--- config.mk ---
export PLATFORM = sky130hd
export DESIGN_NAME = fwd_unit
export DESIGN_NICKNAME = d
export VERILOG_FILES = /design/src/rtl/fwd_pkg.sv /design/src/rtl/fwd_match.sv /design/src/rtl/fwd_control.sv /design/src/rtl/fwd_datapath.sv /design/src/rtl/fwd_unit.sv
export SDC_FILE = /design/constraint.sdc
export NUM_CORES = 1
export LEC_CHECK = 0
export CORE_AREA = 10 10 131 133
export DETAILED_ROUTE_END_ITERATION = 6
export DIE_AREA = 0 0 141 143
export MAX_ROUTING_LAYER = met4
export PLACE_DENSITY_LB_ADDON = 0.3
export SLEW_MARGIN = 25
export SYNTH_ARGS = -nofsm -noshare
export SYNTH_HDL_FRONTEND = slang
export SYNTH_HIERARCHICAL = 1
export SYNTH_SLANG_ARGS = --single-unit
export TNS_END_PERCENT = 50
--- constraint.sdc ---
create_clock -name vclk -period 3.2
set_input_delay 0.96 -clock vclk [all_inputs]
set_output_delay 0.96 -clock vclk [all_outputs]
set_load 0.05 [all_outputs]
--- src/rtl/fwd_pkg.sv ---
package fwd_pkg;

  localparam int NUM_OPS = 2;

  typedef enum logic [1:0] {
    SEL_REGFILE = 2'b00,
    SEL_WB      = 2'b01,
    SEL_MEM     = 2'b10
  } fwdSel_t;

  typedef struct packed {
    fwdSel_t [NUM_OPS-1:0] sel;
    logic    [NUM_OPS-1:0] decBypass;
  } fwdStrobes_t;

endpackage

--- src/rtl/fwd_match.sv ---
module fwd_match #(
  parameter int IDX_W = 5
) (
  input  logic [IDX_W-1:0] srcIdx,
  input  logic [IDX_W-1:0] dstIdx,
  input  logic             dstWrite,
  output logic             hit
);

  logic dstLive;

  // Register zero is hardwired and must never be treated as a producer.
  assign dstLive = dstWrite && (dstIdx != '0);
  assign hit     = dstLive && (dstIdx == srcIdx);

endmodule

--- src/rtl/fwd_control.sv ---
module fwd_control
  import fwd_pkg::*;
#(
  parameter int IDX_W = 5
) (
  input  logic [NUM_OPS-1:0][IDX_W-1:0] exSrc,
  input  logic [NUM_OPS-1:0][IDX_W-1:0] decSrc,
  input  logic [IDX_W-1:0]              memRd,
  input  logic                          memWe,
  input  logic [IDX_W-1:0]              wbRd,
  input  logic                          wbWe,
  output fwdStrobes_t                   strobes
);

  fwdSel_t [NUM_OPS-1:0] selVec;
  logic    [NUM_OPS-1:0] decVec;

  generate
    for (genvar i = 0; i < NUM_OPS; i++) begin : g_op
      logic memHit;
      logic wbHit;
      logic decHit;

      fwd_match #(.IDX_W(IDX_W)) u_memMatch (
        .srcIdx(exSrc[i]), .dstIdx(memRd), .dstWrite(memWe), .hit(memHit)
      );
      fwd_match #(.IDX_W(IDX_W)) u_wbMatch (
        .srcIdx(exSrc[i]), .dstIdx(wbRd), .dstWrite(wbWe), .hit(wbHit)
      );
      fwd_match #(.IDX_W(IDX_W)) u_decMatch (
        .srcIdx(decSrc[i]), .dstIdx(wbRd), .dstWrite(wbWe), .hit(decHit)
      );

      // The nearer stage holds the younger value, so it is tested first.
      assign selVec[i] = memHit ? SEL_MEM : (wbHit ? SEL_WB : SEL_REGFILE);
      assign decVec[i] = decHit;
    end
  endgenerate

  assign strobes.sel       = selVec;
  assign strobes.decBypass = decVec;

endmodule

--- src/rtl/fwd_datapath.sv ---
module fwd_datapath
  import fwd_pkg::*;
#(
  parameter int DATA_W = 32
) (
  input  fwdStrobes_t                    strobes,
  input  logic [NUM_OPS-1:0][DATA_W-1:0] exReg,
  input  logic [NUM_OPS-1:0][DATA_W-1:0] rfRead,
  input  logic [DATA_W-1:0]              memResult,
  input  logic [DATA_W-1:0]              wbResult,
  output logic [NUM_OPS-1:0][DATA_W-1:0] operand,
  output logic [NUM_OPS-1:0][DATA_W-1:0] decData
);

  generate
    for (genvar i = 0; i < NUM_OPS; i++) begin : g_mux
      logic [DATA_W-1:0] opVal;

      always_comb begin
        unique case (strobes.sel[i])
          SEL_MEM: opVal = memResult;
          SEL_WB:  opVal = wbResult;
          default: opVal = exReg[i];
        endcase
      end

      assign operand[i] = opVal;
      assign decData[i] = strobes.decBypass[i] ? wbResult : rfRead[i];
    end
  endgenerate

endmodule

--- src/rtl/fwd_unit.sv ---
module fwd_unit
  import fwd_pkg::*;
#(
  parameter int IDX_W  = 5,
  parameter int DATA_W = 32
) (
  input  logic [IDX_W-1:0]  exRsIdx,
  input  logic [IDX_W-1:0]  exRtIdx,
  input  logic [IDX_W-1:0]  memRdIdx,
  input  logic              memRegWrite,
  input  logic [IDX_W-1:0]  wbRdIdx,
  input  logic              wbRegWrite,
  input  logic [DATA_W-1:0] exRegA,
  input  logic [DATA_W-1:0] exRegB,
  input  logic [DATA_W-1:0] memResult,
  input  logic [DATA_W-1:0] wbResult,
  input  logic [IDX_W-1:0]  decRsIdx,
  input  logic [IDX_W-1:0]  decRtIdx,
  input  logic [DATA_W-1:0] rfReadA,
  input  logic [DATA_W-1:0] rfReadB,
  output logic [1:0]        forwardA,
  output logic [1:0]        forwardB,
  output logic [DATA_W-1:0] operandA,
  output logic [DATA_W-1:0] operandB,
  output logic [DATA_W-1:0] decDataA,
  output logic [DATA_W-1:0] decDataB
);

  fwdStrobes_t                    strobes;
  logic [NUM_OPS-1:0][DATA_W-1:0] operandVec;
  logic [NUM_OPS-1:0][DATA_W-1:0] decVec;

  fwd_control #(.IDX_W(IDX_W)) u_control (
    .exSrc  ({exRtIdx, exRsIdx}),
    .decSrc ({decRtIdx, decRsIdx}),
    .memRd  (memRdIdx),
    .memWe  (memRegWrite),
    .wbRd   (wbRdIdx),
    .wbWe   (wbRegWrite),
    .strobes(strobes)
  );

  fwd_datapath #(.DATA_W(DATA_W)) u_datapath (
    .strobes  (strobes),
    .exReg    ({exRegB, exRegA}),
    .rfRead   ({rfReadB, rfReadA}),
    .memResult(memResult),
    .wbResult (wbResult),
    .operand  (operandVec),
    .decData  (decVec)
  );

  assign forwardA = strobes.sel[0];
  assign forwardB = strobes.sel[1];
  assign operandA = operandVec[0];
  assign operandB = operandVec[1];
  assign decDataA = decVec[0];
  assign decDataB = decVec[1];

endmodule

# == Word-level counts from Yosys, hierarchy flattened ==
# Index checks and enable logic that the tools add are counted.
# totals
regBits,0
latchBits,0
mem_bits_rw,0
romBits,0
in_bits,224
out_inout_bits,132
word_cells,28
mem_count,0
# op_classes
add_sub_neg,0
n_mul,0
n_div,0
n_lt_le_gt_ge,0
eq_ne,10
n_shift,0
muxes,8
bitwise_logic,0
n_reduce_logical,10
# op_table
op,count
one-hot mux 32 bit (2 select lines),2
two-way mux 32 bit,2
equality test 5 bit,6
nonzero test 5 bit,2
logical AND 1 bit,8
"equality test 2 x 1 -> 1 bit, second input constant",2
"equality test 2 bit, second input constant",2
two-way mux 2 bit,2
two-way mux 1 bit,2

# == Depth between registers and ports, before layout ==
# Gate-level depths: netlist of run 1.
# depth
ltp_word,7
depth_mapped,10
depth_no_buf,8

# == Modules after synthesis ==
# The synthesis of run 1 kept the hierarchy.
# by_module_without_submodules
module,n_inst,cells_per_inst,area_per_inst_um2,seq_area_each_um2
fwd_datapath,1,298,2324.7,0.0
fwd_match,6,10,76.3,0.0
fwd_control,1,6,57.6,0.0

# == Least setup slack after synthesis of run 1 ==
# OpenSTA, ideal clock, no wires.
# synth_timing
path_kind,input-to-output
from,in memRdIdx[0]
to,out operandA[27]
arrival_time_ns,3.435
required_ns,2.240
path_slack_ns,-1.195
cell_stages,8
path_buffers,1
cell_sequence,nor4_2 -> o21ai_1 -> and4_1 -> nor2b_4 -> inv_1 -> ha_1 -> buf_2 -> o21ai_0
# synth_between
elab_chain_cells,6
word_cells_on_any_way,8
classes_between,3 x eq/ne; 2 x mux; 3 x reduce/logical
# synth_rtl
item,line,text
from (decl),fwd_unit.sv:9,"input logic [IDX_W-1:0] memRdIdx,"
nonzero test 5 bit,fwd_match.sv:13,assign dstLive = dstWrite && (dstIdx != '0);
logical AND 1 bit,fwd_match.sv:13,
logical AND 1 bit (*),fwd_match.sv:14,assign hit = dstLive && (dstIdx == srcIdx);
named net u_control.g_op[0].memHit,fwd_control.sv:20,logic memHit;
two-way mux 2 bit (*),fwd_control.sv:35,assign selVec[i] = memHit ? SEL_MEM : (wbHit ? SEL_WB : SEL_REGFILE);
named net forwardA[0],fwd_unit.sv:21,"output logic [1:0] forwardA,"
equality test 2 x 1 -> 1 bit or equality test 2 bit (tied branches),fwd_datapath.sv:20,unique case (strobes.sel[i])
one-hot mux 32 bit (2 select lines) (*),fwd_datapath.sv:20,
to (decl),fwd_unit.sv:23,"output logic [DATA_W-1:0] operandA,"
# Mark *: on every way through the listed nets, which the timed path passes. The rest lies on a longest branch.

# == Final worst setup path of run 1 ==
# layout_timing
from,in exRsIdx[2]
to,out operandA[6]
# layout_between
elab_chain_cells,6
word_cells_on_any_way,9
classes_between,4 x eq/ne; 3 x mux; 2 x reduce/logical
# layout_rtl
item,line,text
from (decl),fwd_unit.sv:7,"input logic [IDX_W-1:0] exRsIdx,"
equality test 5 bit,fwd_match.sv:14,
logical AND 1 bit,fwd_match.sv:14,
two-way mux 1 bit,fwd_control.sv:35,
two-way mux 2 bit (*),fwd_control.sv:35,
equality test 2 x 1 -> 1 bit or equality test 2 bit (tied branches),fwd_datapath.sv:20,
one-hot mux 32 bit (2 select lines) (*),fwd_datapath.sv:20,
# Mark *: on every way between the ends. The rest lies on a longest branch, timed or not.

==> reports/metrics.yaml, run 1 <==
status: "finished, violations left"
violations: "negative setup slack"
combPwrFrac_pct: 100.0
routed_wl_mm: 25.8
yosysSeqAreaShare_pct: 0
core_area_um2: 14400
final_common_cell: "clkdlybuf4s50_1"
avgViaCountPerCell: 5.00
critical_path_arrival_ns: 2.97
ioPinCount: 356
grt_use_total_pct: 23.5
die_area_um2: 20200
via_count: 4894
finalCritPeriodShare_pct: 123
start_util_pct: 19.7
timing.final.ws_setup_ns: -0.728
drc: 0
grt_pass1_wl_mm: 36.0
timing_worst_setup_path_type: "input pin to output pin"
grt_overflow_total: 0
grt_pass1_vias: 5522
nets: 1024
drive_above_1_share_pct: 66.1
dp.cells: 923
start_kind: "input pin"
numPortBuffers: 356
hold_class: "input pin to output pin"
yosysWarningCount: 6
fp-row-count: 44
fp.dieW_um: 141
p_clk_share_pct: 0
maxCapViolations: 0
crit_path_end_kind: "output pin"
max_freq_mhz: 255
gp_congestion: 0.889
cp_max_fo: 6
maxSlewHeadroom_pct: 77.2
p_leak_nw: 4.06
mostFrequentLayoutCells: "clkdlybuf4s50_1 (193), buf_12 (125), buf_6 (80), o21ai_4 (64), mux2_4 (63)"
drv_slew: 0
worstPathCellList: "buf_4 > xor2_1 > nor3_1 > and4_4 > nor2b_4 > buf_6 > ha_4 > buf_12 > buf_4 > a22oi_2 > o21ai_4 > buf_12"
n_antenna_cell: 0
crit_slowest_cell: "and4_4"
nClkBuffers: 0
min_period_ns: 3.93
crit_path_max_incr_delay_ns: 0.30
syn_area_per_cell_um2: 7.80
layoutNonFillerInstCount: 978
holdWs_ns: 2.55
antenna_found_initial: 0
syn_nets: 592
tightest_slew_ns: 0.342
cts_hold_buffers: 0
rsz0062_at_grt: "true"
hpwl_mm: 17.9
synthDistinctLibCells: 19
power.density_nw_per_um2: 158
netlist_area_um2: 2840
drtPass1Iterations: 4
area_growth_pct: 268
synthCells: 364
hold_viol: 0
setup_violations: 129
p_sw_mw: 0.799
intPower_mw: 0.847
register_area_um2: 0
crit_required_ns: 2.24
seq_cell_count: 0
wl_per_cell_um: 26.3
p_sw_share_pct: 48.5
final_antenna_net_count: 0
drtIter0Drc: 161
die_h_um: 143
seq_power_share_pct: 0
peakVddDrop_v: 0.0000954
grt_max_degree: 17
## repair_timing
action | 4_1_cts | 5_1_grt
hold endpoints to repair | 0 | 0
pin swaps | 56 | 57
gates cloned | 14 | 5
resized for setup | 326 | 76
setup buffers | 36 | 12
endpoints found under the setup margin | 132 | 130
## kinds of logic (layout without fill, tap and decap cells)
family	count (synthesis)	count (layout)	synth area share, %
adder cells (fa/ha/maj)	4	4	1.76
buffers and inverters	42	472	11.2
AO/OA/AOI/OAI	134	134	29.3
multiplexers	64	64	33.3
XOR/XNOR	24	24	7.40
AND/OR/NAND/NOR	96	96	17.1
## synth_stat cells, drive strengths merged
cell	number	area share (%)
nand2	70	9.3
o21ai	70	12
a22oi	64	17
mux2	64	33
buf	38	11
xor2	18	5.6
and4	6	1.9
nor3	6	1.1
nor4	6	2.6
or2	6	1.3
xnor2	6	1.9
ha	4	1.8
inv	4	0.53
nor2b	2	0.97
## critical path: cells and delay by family
| kind | cells | cell delay [ns] |
|---|---|---|
| buf+inv | 5 | 0.68 |
| xor+xnor | 1 | 0.18 |
| fa+ha+maj | 1 | 0.21 |
| simple gates | 3 | 0.63 |
| compound gates | 2 | 0.30 |
## power by group through the flow
| stage | sequential, mW | combinational [mW] | clock [mW] |
|---|---|---|---|
| after CTS | 0 | 1.61 | 0 |
| after floorplan | 0 | 0.677 | 0 |
| after global routing | 0 | 1.70 | 0 |
| final | 0 | 1.65 | 0 |
| after global placement | 0 | 1.44 | 0 |
| after detailed placement | 0 | 1.46 | 0 |
## final timing paths
path / startpoint / end / depth (start not counted)
worst max-delay path: exRsIdx[2] / operandA[6] / 12
worst min-delay path: exRtIdx[0] / forwardB[1] / 5
## through the flow
stage | setup slack (ns) | power [mW] | area, um^2 | utilization [%] | setup TNS, ns
finish | -0.728 | 1.65 | 10400 | 72.4 | -58.18
global route | -0.810 | 1.70 | 10400 | 72.4 | -67.97
CTS | -0.663 | 1.61 | 10100 | 70.2 | -57.06
detailed placement | -1.17 | 1.46 | 8570 | 59.4 | -123.88
global placement | -1.08 | 1.44 | 8570 | 59.4 | -118.41
floorplan | -0.498 | 0.677 | 3740 | - | -30.80
## cell type report
type                       count  area [um^2]
multi-input combinational    322         3980
tap                          184          230
fill                         952         3980
inverter                       4         15.0
timing repair buffer         468         6220
## layer usage
metal / up-vias / track usage (%) / wire, um
met5: - / - / 0
met1: 2411 / 24.9 / 9530
met4: 0 / 2.66 / 391
met3: 30 / 4.15 / 1520
met2: 231 / 45.4 / 14300
li1: 2222 / - / -
Power figures use the tool's default switching activity.
==> run 2: changes to the inputs <==
--- a/config.mk
+++ b/config.mk
@@ -5,9 +5,9 @@
 export SDC_FILE = /design/constraint.sdc
 export NUM_CORES = 1
 export LEC_CHECK = 0
-export CORE_AREA = 10 10 131 133
+export CORE_AREA = 3 3 136 138
 export DETAILED_ROUTE_END_ITERATION = 6
-export DIE_AREA = 0 0 141 143
+export DIE_AREA = 0 0 139 141
 export MAX_ROUTING_LAYER = met4
 export PLACE_DENSITY_LB_ADDON = 0.3
 export SLEW_MARGIN = 25
==> run 2 against run 1 <==
  * The flow still finishes with violations (negative setup slack)
  * Total power shrank 2.2%
  * Combinational power shrank 2%
  * Critical path depth is 1 higher
  * Count of clock-buffer cells in the layout stayed put
  * Via count decreased by 1.4%
  * Critical endpoint is now operandB[6]
  * Largest power group unchanged
==> reports/metrics.yaml, run 2 (synthesis results as in run 1) <==
hold_class: "input pin to output pin"
area_growth_pct: 266
die_h_um: 141
crit_cells: 13
grt_use_total_pct: 23.3
rsz0062_at_grt: "true"
min_from: "exRsIdx[4]"
drc: 0
grt_pass1_vias: 5469
nFillCells: 1338
cp_top_family: "buffers and inverters"
antenna_found_initial: 0
maxCapViolations: 0
wl_per_cell_um: 23.0
grt_pass1_wl_mm: 34.8
hpwl_mm: 16.1
die_area_um2: 19600
p_clk_share_pct: 0
via_count: 4826
drtPass1Iterations: 4
violations: "negative setup slack"
nets: 1028
total_power_mw: 1.61
drtIter0Drc: 137
routed_wl_mm: 23.6
core_area_um2: 17300
worstPathCellList: "buf_8 > xor2_2 > nor3_2 > and4_1 > nor2b_4 > inv_2 > ha_4 > buf_6 > buf_16 > buf_8 > buf_6 > o21ai_4 > buf_12"
start_util_pct: 16.4
drv_slew: 0
crit_slowest_cell: "and4_1"
finalCritPeriodShare_pct: 124
fp-row-count: 48
timing_worst_setup_path_type: "input pin to output pin"
p_leak_nw: 4.05
fin_area_um2: 10400
min_period_ns: 3.95
ioPinCount: 356
power.density_nw_per_um2: 155
intPower_mw: 0.826
hold_viol: 0
peakVddDrop_v: 0.0000973
critPathLaunch: "exRtIdx[3]"
final_core_util_pct: 60.2
critical_path_arrival_ns: 2.99
multi_input_area_um2: 3890
worst-path-buf-inv: 7
nClkBuffers: 0
max_freq_mhz: 253
hold_depth: 6
grt_overflow_total: 0
final_common_cell: "clkdlybuf4s50_1"
maxSlewHeadroom_pct: 77.2
setup_violations: 129
drive_above_1_share_pct: 65.9
cts_hold_buffers: 0
register_area_um2: 0
crit_path_max_incr_delay_ns: 0.25
timing.final.ws_setup_ns: -0.753
mostFrequentLayoutCells: "clkdlybuf4s50_1 (198), buf_12 (113), buf_6 (84), o21ai_4 (64)"
postPlaceCellArea_um2: 8370
cp_max_fo: 6
tightest_slew_ns: 0.341
grt_max_degree: 18
p_sw_mw: 0.783
avgViaCountPerCell: 4.72
seq_power_share_pct: 0
final_antenna_net_count: 0
p_sw_share_pct: 48.7
fin_tns_setup_ns: -66.83
combPwrFrac_pct: 100.0
status: "finished, violations left"
seq_cell_count: 0
gp_congestion: 0.980
start_kind: "input pin"
crit_path_end_kind: "output pin"
fp.dieW_um: 139
n_antenna_cell: 0
crit_required_ns: 2.24
hold_end: "forwardA[1]"
numPortBuffers: 356
## run 2: changes by cell type in the layout (fill, tap and decap cells not counted), moves of 6 or more
cell,previous run,this run
nand2_2,14,26
nand2_4,34,16
buf_8,12,18
nand2_1,22,28
buf_12,125,113
## run 2: power by group through the flow
stage | Clock, mW | Sequential (mW) | Combinational (mW)
6_report | 0 | 0 | 1.61
5_1_grt | 0 | 0 | 1.66
4_1_cts | 0 | 0 | 1.59
3_5_place_dp | 0 | 0 | 1.42
3_3_place_gp | 0 | 0 | 1.40
2_1_floorplan | 0 | 0 | 0.677
## run 2: area by class of cell
cell class	instances	share of cell area (%)
tap	225	2.71
timing repair buffer	472	59.8
multi-input combinational	322	37.4
inverter	4	0.144
## run 2: per-layer routing
metal / vias to the layer above / GRT usage [%] / share of wire [%]
li1: 2229 / - / -
met3: 17 / 4.04 / 5.8
met5: - / - / 0
met2: 206 / 44.4 / 54
met1: 2374 / 26.4 / 39
met4: 0 / 2.32 / 0.95
## run 2: per-stage QoR
step | worst slack (ns) | instances | hold WS (ns)
global route | -0.790 | 1023 | 2.61
CTS | -0.762 | 1018 | 2.59
finish | -0.753 | 1023 | 2.58
global placement | -1.19 | 958 | 2.62
detailed placement | -1.20 | 958 | 2.62
floorplan | -0.498 | 364 | 2.08
## run 2: worst max-delay path by stage
| stage | end | slack, ns |
|---|---|---|
| 3_3_place_gp | operandB[1] | -1.19 |
| 5_1_grt | operandB[6] | -0.79 |
| 6_report | operandB[6] | -0.75 |
| 3_5_place_dp | operandB[1] | -1.20 |
| 4_1_cts | operandB[5] | -0.76 |
| 2_1_floorplan | operandB[28] | -0.50 |
## run 2: what timing repair did
action / CTS / global route
setup buffers: 44 / 10
resized for setup: 332 / 59
gates cloned: 18 / 2
setup endpoints to repair: 132 / 130
pin swaps: 66 / 32
==> run 3: changes to the inputs <==
--- a/config.mk
+++ b/config.mk
@@ -5,7 +5,7 @@
 export SDC_FILE = /design/constraint.sdc
 export NUM_CORES = 1
 export LEC_CHECK = 0
-export CORE_AREA = 3 3 136 138
+export CORE_AREA = 5 5 134 136
 export DETAILED_ROUTE_END_ITERATION = 6
 export DIE_AREA = 0 0 139 141
 export MAX_ROUTING_LAYER = met4
==> run 3 against run 2 <==
  * The run still ends with negative setup slack left
  * Worst hold slack improved by 0.043 ns
  * Die area did not move
  * Via count shrank 1.8%
  * Flip-flop and latch count unchanged
  * Setup slack better by 0.11 ns
  * Critical path depth fell by 1
  * Global-route usage shrank 2.2 points
  * Sequential share of layout area unchanged
  * Critical endpoint is now operandA[15]
  * Largest cell class unchanged
==> reports/metrics.yaml, run 3 (synthesis results as in run 1) <==
drtPass1Iterations: 4
wl_per_cell_um: 21.7
postPlaceCellArea_um2: 8740
maxCapViolations: 0
p_sw_share_pct: 48.0
p_clk_share_pct: 0
finalCritPeriodShare_pct: 120
drc: 0
fin_tns_setup_ns: -66.72
grt_max_degree: 25
setup_violations: 128
violations: "negative setup slack"
grt_pass1_vias: 5315
core_area_um2: 16800
register_area_um2: 0
grt_overflow_total: 0
combPwrFrac_pct: 100.0
fin_area_um2: 10200
nets: 1017
hold_depth: 4
seq_cell_count: 0
routed_wl_mm: 22.0
status: "finished, violations left"
start_util_pct: 16.9
cp_max_fo: 10
grt_use_total_pct: 21.1
dp_slack_ns: -1.17
drv_slew: 0
mostFrequentLayoutCells: "clkdlybuf4s50_1 (195), buf_12 (130), o21ai_4 (64), mux2_4 (63), buf_6 (60)"
cts_hold_buffers: 0
fp-row-count: 48
avgViaCountPerCell: 4.68
hold_viol: 0
timing_worst_setup_path_type: "input pin to output pin"
die_area_um2: 19600
critical_path_arrival_ns: 2.88
max_freq_mhz: 260
ioPinCount: 356
antenna_found_initial: 1
p_leak_nw: 3.97
total_power_mw: 1.61
timing.final.ws_setup_ns: -0.642
p_sw_mw: 0.772
rsz0062_at_grt: "true"
peakVddDrop_v: 0.0000851
drive_above_1_share_pct: 61.9
final_antenna_net_count: 0
area_growth_pct: 259
start_kind: "input pin"
numPortBuffers: 356
grt_pass1_wl_mm: 32.0
via_count: 4738
intPower_mw: 0.837
crit_required_ns: 2.24
power.density_nw_per_um2: 158
gp_congestion: 0.944
hpwl_mm: 16.9
min_period_ns: 3.84
nClkBuffers: 0
nFillCells: 1311
final_common_cell: "clkdlybuf4s50_1"
drtIter0Drc: 139
fp.dieW_um: 139
hold_class: "input pin to output pin"
maxSlewHeadroom_pct: 78.7
tightest_slew_ns: 0.320
die_h_um: 141
final_core_util_pct: 60.7
seq_power_share_pct: 0
crit_path_end_kind: "output pin"
[run 3: cell types whose count changed in the layout (fill, tap and decap cells not counted), moves of 6 or more]
| cell | delta |
|---|---|
| nand2_1 | +10 |
| buf_8 | -8 |
| dlygate4sd2_1 | +7 |
| buf_6 | -24 |
| nand2_2 | -17 |
| buf_12 | +17 |
| buf_4 | +7 |
| nand2_4 | +6 |
| a22oi_1 | +10 |
| a22oi_2 | -10 |
| buf_16 | -7 |
[run 3: repair_timing]
action	CTS	global route
endpoints found under the setup margin	132	130
pin swaps	47	45
buffers inserted	21	14
gates resized for setup	243	96
cloned	9	5
[run 3: worst paths after layout]
| kind | from | endpoint | slack, ns |
|---|---|---|---|
| worst min-delay path | exRegB[14] | operandB[14] | 2.62 |
| worst max-delay path | memRdIdx[2] | operandA[15] | -0.64 |
[run 3: layer usage]
layer	vias up	wire length, um	GRT usage (%)
met3	38	1250	3.73
met2	208	11800	39.5
met4	0	636	5.15
met5	-	0	-
li1	2213	-	-
met1	2279	8300	23.1
[run 3: power by group through the flow]
stage	clock network [mW]	registers, mW	logic [mW]
5_1_grt	0.0000000418	0	1.66
3_5_place_dp	0	0	1.47
3_3_place_gp	0	0	1.45
4_1_cts	0	0	1.57
2_1_floorplan	0	0	0.677
6_report	0.0000000418	0	1.61
[run 3: critical path, cell delays in order]
cell	delay, ns
buf_4	0.15
xor2_1	0.15
nor3_1	0.23
and4_4	0.30
nor2b_4	0.06
buf_12	0.12
ha_4	0.18
buf_12	0.16
buf_12	0.12
a22oi_2	0.20
o21ai_4	0.09
buf_12	0.15
[run 3: layout make-up]
class,instances,area [um^2],share of cell area [%]
timing repair buffer,461,6070,59.5
multi-input combinational,322,3830,37.5
tap,225,282,2.76
inverter,4,15.0,0.147
antenna,1,2.50,0.0245
[run 3: stage by stage]
step / cells / hold WS (ns)
3_3_place_gp: 971 / 2.63
6_report: 1013 / 2.62
2_1_floorplan: 364 / 2.08
4_1_cts: 1001 / 2.62
5_1_grt: 1013 / 2.65
3_5_place_dp: 971 / 2.63
